<file path="src/rtl/irq_arb_pkg.sv">
// Shared constants and helpers for the interrupt pending/priority arbiter.
// Assumes at least two lines and at most 31.
package irq_arb_pkg;
    localparam int DEF_LINES = 13;
    localparam int DEF_SW    = 2;

    // Width of the event index port: one bit wider than a line index, so
    // that out-of-range indices can be presented.
    function automatic int evt_width(input int lines);
        return $clog2(lines) + 1;
    endfunction
endpackage

</file>
<file path="src/rtl/irq_pend_store.sv">
// Pending-status and enable-mask registers.
// Assumes: the event port reports levels; events win over a software write
// on the same bit; the reset is synchronous and active low.
module irq_pend_store #(
    parameter int NUM_LINES = 13,
    parameter int SW_LINES  = 2,
    localparam int IDX_W    = $clog2(NUM_LINES),
    localparam int EVT_W    = IDX_W + 1
) (
    input  logic                 clk,
    input  logic                 rst_n,
    input  logic                 evt_valid,
    input  logic [EVT_W-1:0]     evt_idx,
    input  logic                 evt_level,
    input  logic                 sw_we,
    input  logic [SW_LINES-1:0]  sw_wdata,
    input  logic                 en_we,
    input  logic [NUM_LINES-1:0] en_wdata,
    output logic [NUM_LINES-1:0] pend_q,
    output logic [NUM_LINES-1:0] mask_q
);
    logic                 evt_hit;
    logic [NUM_LINES-1:0] pend_d;

    // Decide whether the event addresses an existing line.
    assign evt_hit = evt_valid && (int'(evt_idx) < NUM_LINES);

    // Next pending word: software write first, then the event overrides its bit.
    always_comb begin
        pend_d = pend_q;
        if (sw_we) begin
            pend_d[SW_LINES-1:0] = sw_wdata;
        end
        if (evt_hit) begin
            pend_d[evt_idx[IDX_W-1:0]] = evt_level;
        end
    end

    // Pending register.
    always_ff @(posedge clk) begin
        if (!rst_n) begin
            pend_q <= '0;
        end else begin
            pend_q <= pend_d;
        end
    end

    // Enable-mask register.
    always_ff @(posedge clk) begin
        if (!rst_n) begin
            mask_q <= '0;
        end else if (en_we) begin
            mask_q <= en_wdata;
        end
    end

    assert_evt_level_R1: assert property (@(posedge clk) disable iff (!rst_n)
        evt_hit |=> pend_q[$past(evt_idx[IDX_W-1:0])] == $past(evt_level))
        else $error("R1: pending bit does not follow reported level");

    assert_oob_ignored_R2: assert property (@(posedge clk) disable iff (!rst_n)
        (evt_valid && !evt_hit && !sw_we) |=> $stable(pend_q))
        else $error("R2: out-of-range event changed pending state");

    assert_hw_bits_kept_R4: assert property (@(posedge clk) disable iff (!rst_n)
        !evt_hit |=> pend_q[NUM_LINES-1:SW_LINES] == $past(pend_q[NUM_LINES-1:SW_LINES]))
        else $error("R4: hardware bits changed without an event");

    assert_mask_load_R9: assert property (@(posedge clk) disable iff (!rst_n)
        en_we |=> mask_q == $past(en_wdata))
        else $error("R9: mask not loaded");
endmodule

</file>
<file path="src/rtl/irq_prio_enc.sv">
// Highest-set-bit priority encoder; returns 0 for an all-zero word.
// Purely combinational.
module irq_prio_enc #(
    parameter int NUM_LINES = 13,
    localparam int IDX_W    = $clog2(NUM_LINES)
) (
    input  logic [NUM_LINES-1:0] vec,
    output logic [IDX_W-1:0]     idx
);
    // Scan upward so that the last (highest) set bit is kept.
    always_comb begin
        idx = '0;
        for (int i = 0; i < NUM_LINES; i++) begin
            if (vec[i]) begin
                idx = IDX_W'(i);
            end
        end
    end

    // the chosen bit is set and nothing above it is.
    always_comb begin
        if (vec != '0) begin
            assert_winner_top_R6: assert ((vec >> idx) == 1)
                else $error("R6: encoder did not pick the highest bit");
        end
    end
endmodule

</file>
<file path="src/rtl/irq_take_stage.sv">
// Registers the take request and the winning index for one cycle.
// Assumes that the masked word and the gates are stable before the clock edge.
module irq_take_stage #(
    parameter int NUM_LINES = 13,
    localparam int IDX_W    = $clog2(NUM_LINES)
) (
    input  logic                 clk,
    input  logic                 rst_n,
    input  logic [NUM_LINES-1:0] masked,
    input  logic [IDX_W-1:0]     win_idx,
    input  logic                 gie,
    input  logic                 dbg_mode,
    output logic                 take_q,
    output logic [IDX_W-1:0]     vec_q
);
    logic deliver;

    // Delivery gate: something enabled is pending, global enable on, not in debug.
    assign deliver = (|masked) && gie && !dbg_mode;

    // Capture take and index together; the index is zero when nothing is taken.
    always_ff @(posedge clk) begin
        if (!rst_n) begin
            take_q <= 1'b0;
            vec_q  <= '0;
        end else begin
            take_q <= deliver;
            vec_q  <= deliver ? win_idx : '0;
        end
    end

    assert_take_gated_R5: assert property (@(posedge clk) disable iff (!rst_n)
        take_q |-> $past(gie && !dbg_mode && (masked != '0)))
        else $error("R5: take without a deliverable line");

    assert_vec_winner_R6: assert property (@(posedge clk) disable iff (!rst_n)
        take_q |-> (($past(masked) >> vec_q) == 1))
        else $error("R6: index is not the highest enabled line");

    assert_vec_idle_R6: assert property (@(posedge clk) disable iff (!rst_n)
        !take_q |-> vec_q == '0)
        else $error("R6: index nonzero without take");
endmodule

</file>
<file path="src/rtl/irq_pend_arb.sv">
// Interrupt pending and priority arbiter (top).
// Collects line levels into a pending word, masks it, and produces a
// registered take plus winning index. The wake output ignores the global
// enable and the debug flag. Synchronous active-low reset.
module irq_pend_arb
    import irq_arb_pkg::*;
#(
    parameter int NUM_LINES = DEF_LINES,
    parameter int SW_LINES  = DEF_SW,
    localparam int IDX_W    = $clog2(NUM_LINES),
    localparam int EVT_W    = IDX_W + 1
) (
    input  logic                 clk,
    input  logic                 rst_n,
    input  logic                 evt_valid,
    input  logic [EVT_W-1:0]     evt_idx,
    input  logic                 evt_level,
    input  logic                 sw_we,
    input  logic [SW_LINES-1:0]  sw_wdata,
    input  logic                 en_we,
    input  logic [NUM_LINES-1:0] en_wdata,
    input  logic                 gie,
    input  logic                 dbg_mode,
    output logic [NUM_LINES-1:0] pend_stat,
    output logic                 hw_req,
    output logic                 wake,
    output logic                 take,
    output logic [IDX_W-1:0]     vec_idx
);
    logic [NUM_LINES-1:0] pend_q;
    logic [NUM_LINES-1:0] mask_q;
    logic [NUM_LINES-1:0] masked;
    logic [IDX_W-1:0]     win_idx;

    irq_pend_store #(.NUM_LINES(NUM_LINES), .SW_LINES(SW_LINES)) store_i (
        .clk(clk), .rst_n(rst_n),
        .evt_valid(evt_valid), .evt_idx(evt_idx), .evt_level(evt_level),
        .sw_we(sw_we), .sw_wdata(sw_wdata),
        .en_we(en_we), .en_wdata(en_wdata),
        .pend_q(pend_q), .mask_q(mask_q)
    );

    // Masked pending word feeding the encoder and the wake logic.
    assign masked = pend_q & mask_q;

    irq_prio_enc #(.NUM_LINES(NUM_LINES)) enc_i (
        .vec(masked), .idx(win_idx)
    );

    irq_take_stage #(.NUM_LINES(NUM_LINES)) take_i (
        .clk(clk), .rst_n(rst_n), .masked(masked), .win_idx(win_idx),
        .gie(gie), .dbg_mode(dbg_mode), .take_q(take), .vec_q(vec_idx)
    );

    // Status, request and wake outputs.
    assign pend_stat = pend_q;
    assign hw_req    = |pend_q;
    assign wake      = hw_req && (|masked);

    assert_req_source_R3: assert property (@(posedge clk) disable iff (!rst_n)
        $rose(hw_req) |-> $past(evt_valid || sw_we))
        else $error("R3: request rose with no update");

    assert_wake_ungated_R7: assert property (@(posedge clk) disable iff (!rst_n)
        (dbg_mode && hw_req && (|masked)) |-> wake)
        else $error("R7: wake blocked by debug state");
endmodule

</file>
<file path="config.mk">
export PLATFORM = sky130hd
export DESIGN_NAME = irq_pend_arb
export DESIGN_NICKNAME = d
export VERILOG_FILES = /design/src/rtl/irq_arb_pkg.sv /design/src/rtl/irq_pend_store.sv /design/src/rtl/irq_prio_enc.sv /design/src/rtl/irq_take_stage.sv /design/src/rtl/irq_pend_arb.sv
export SDC_FILE = /design/constraint.sdc
export NUM_CORES = 1
export LEC_CHECK = 0
export ABC_AREA = 0
export ABC_CLOCK_PERIOD_IN_PS = 2600
export BUFFER_PORTS_ARGS = -buffer_cell sky130_fd_sc_hd__buf_2
export CAP_MARGIN = 25
export CORE_ASPECT_RATIO = 1.5
export CORE_UTILIZATION = 54
export CTS_BUF_LIST = sky130_fd_sc_hd__clkbuf_16
export DETAILED_ROUTE_END_ITERATION = 10
export PLACE_DENSITY = 0.87
export RECOVER_POWER = 100
export SYNTH_ARGS = -nofsm -noshare
export SYNTH_HDL_FRONTEND = slang
export SYNTH_HIERARCHICAL = 1
export SYNTH_SLANG_ARGS = --single-unit
export TNS_END_PERCENT = 5
</file>
<file path="constraint.sdc">
create_clock -name clk -period 2.6 [get_ports clk]
set_input_delay 0.39 -clock clk [delete_from_list [all_inputs] [get_ports clk]]
set_output_delay 0.39 -clock clk [all_outputs]
set_load 0.02 [all_outputs]
</file>
==> summary.txt <==
H-tree Lvls = 2
Postcts setup bufs = 0
Critical path peak fanout = 5
Die ar. = 3080 um2
Startpoint Class = register
Global-route wire length before repair = 5.62 mm
Post-cts gate resize count = 0
Drt first pass iters = 4
Core area = 2710 um2
Post-CTS Hold Buffers = 0
Clock buffer depth = 2
Syn-to-layout area delta = 22.2%
Period minus WS final = 2.44 ns
CTS clk-pin slew, worst paths = 0.05 ns
GRT Resource Usage Total = 0.261
Post-synthesis cell area = 1540 um2
Max Freq = 409 MHz
Combinational Power Share = 0.090
Antenna viol nets, final = 0
Unrepaired setup endpoints after global routing = false
# DRC = 0
Clk sink count = 31
Number of global-route vias before repair = 1277
Register bit total from synthesis = 31
Routed Wire Length = 3.54 mm
Critical path's slowest cell = or4b_1
Yosys cell types = 35
Crit path kind = register to output pin
Number of synthesized flops with an enable pin = 0
Outcome = completed
Final HPWL from detailed placement = 2.64 mm
Most common cell after layout, fill and taps aside = dfxtp_1
Nets = 243
Leakage Power = 0.815 nW
CTS root buf = clkbuf_16
N_diodes = 0
Critical-path cell list = a222oi_1, or4b_1, or4_1, clkbuf_1
Worst path max stage delay = 0.47 ns
Pin count of the biggest net entering global routing = 28
Die height = 67.5 um
CTS Buf Count = 5
Max-cap violations = 0
Max-slew violation count = 0
Setup tns final = 0 ns
Final hold violations = 0
DR WL/cell = 14.1 um
Top_reg_cell synth = dfxtp_1
Clock latency at the later pin of the worst-skew pair = 0.27 ns
Internal power = 881 uW
Max-slew headroom = 0.369
Sw Share = 0.224
Sequential fraction of the synthesis area = 0.402
Buffers on Ports = 47
Rows = 23
IO Pins = 48
Worst Path Required = 2.21 ns
Commonest non-fill, non-tap cells in the layout = dfxtp_1, mux2i_1, buf_2, nand2_1, clkbuf_1
Flop2flop setup slack = 1.04 ns
Fillers = 246
Power density cells = 602 nW/um2
Via count = 1350
Crit. End Element = output pin
Layout cells sized above 1 = 0.158
Power share of the clock group = 0.467
Finish-stage setup viols = 0
Mean Syn Cell Area = 9.30 um2
Worst endpoint data arrival time = 2.05 ns
Final Util = 0.698
Sequential power share = 0.443
Grt ovf = 0
Psw = 255 uW
Worst slew pin tran = 0.946 ns
Hold Crit Class = input port to register
CTS tree = done
Crit share post-route = 0.940
Initial core utilization = 0.571
Worst IR drop on VDD = 477 uV
Via density = 5.36
Initial antenna violation count = 0
Post-Syn Instances = 166
DR iter-0 viols = 25
Synth Warn # = 6
GP Congestion = 0.906
Synthesized Nets = 194
Layout Skew = 0.00145 ns
Die width = 45.7 um
Asr flop ratio synth = 0
==> power by group through the flow <==
stage          Sequential, mW  Clock [mW]  Combinational (mW)
5_1_grt                 0.504       0.560               0.113
2_1_floorplan           0.512           0              0.0625
6_report                0.503       0.530               0.103
3_5_place_dp            0.512           0               0.107
4_1_cts                 0.503       0.538               0.107
3_3_place_gp            0.512           0               0.105
==> critical path: cells and delay by family (launching register included) <==
family                 cells  cell delay, ns
buffers and inverters      1            0.18
DFF                        1            0.34
AOI/OAI and AO/OA          1            0.38
and+or+nand+nor            2            0.88
==> Yosys cell counts, drive strengths merged (2+ instances only) <==
library cell	n	area, um2
a21oi	3	15.0
nor2b	16	100
nor3b	5	42.5
nor4	6	43.8
nand2	24	90.1
inv	2	7.51
nor3	4	20.0
mux2i	25	250
nor2	7	26.3
buf	5	27.5
or4	3	22.5
and4bb	2	25.0
mux2	2	22.5
and2	13	82.6
o21ai	2	10.0
nand3b	2	15.0
dfxtp	31	621
==> through the flow <==
stage | total power, mW | instances | hold slack [ns] | instance area (um2) | setup slack (ns)
after floorplan | 0.575 | 166 | 0.474 | 1540 | 0.529
after global placement | 0.617 | 245 | 0.473 | 1800 | 0.526
after detailed placement | 0.619 | 245 | 0.478 | 1800 | 0.471
after CTS | 1.15 | 252 | 0.372 | 1940 | 0.173
after global routing | 1.18 | 252 | 0.391 | 1890 | 0.0998
final | 1.14 | 252 | 0.375 | 1890 | 0.156
==> metal layers <==
layer,vias up,track usage,share of wire
met4,0,0.125,0.026
met1,619,0.289,0.41
li1,681,-,-
met2,40,0.432,0.51
met3,10,0.0909,0.054
met5,-,0,0
==> final timing paths <==
check                                                startpoint                         endpoint  depth (start not counted)
worst min-delay path                               en_wdata[11]  store_i/mask_q[11]$_SDFFE_PN0P_                          3
worst min register to register  store_i/pend_q[12]$_SDFFE_PN0P_  store_i/pend_q[12]$_SDFFE_PN0P_                          2
worst max-delay path             store_i/pend_q[3]$_SDFFE_PN0P_                             wake                          4
worst max register to register   store_i/pend_q[5]$_SDFFE_PN0P_       take_i/vec_q[2]$_SDFF_PN0_                          4
==> state kept, by name, indices dropped and copies added, names as in the netlist <==
name / count
store_i/mask_q: 13
take_i/take_q: 1
take_i/vec_q: 4
store_i/pend_q: 13
==> cells by family (layout without fill, tap and decap cells) <==
kind of cell | after synthesis | count (layout) | synth area share
and+or+nand+nor | 88 | 88 | 0.340
DFF | 31 | 31 | 0.402
muxes | 27 | 27 | 0.177
AOI/OAI and AO/OA | 12 | 12 | 0.0559
buffers and inverters | 8 | 57 | 0.0251
==> layout make-up <==
type                            instances  area, um2  share of cell area
Inverter                                2       7.51             0.00398
Clock buffer                            5        125              0.0663
Clock inverter                          2       8.76             0.00464
Timing Repair Buffer                   48        214               0.113
Sequential cell                        31        621               0.329
Tap cell                               37       46.3              0.0245
Multi-Input combinational cell        127        865               0.458
Note: power is estimated with default switching activity, not from simulation.
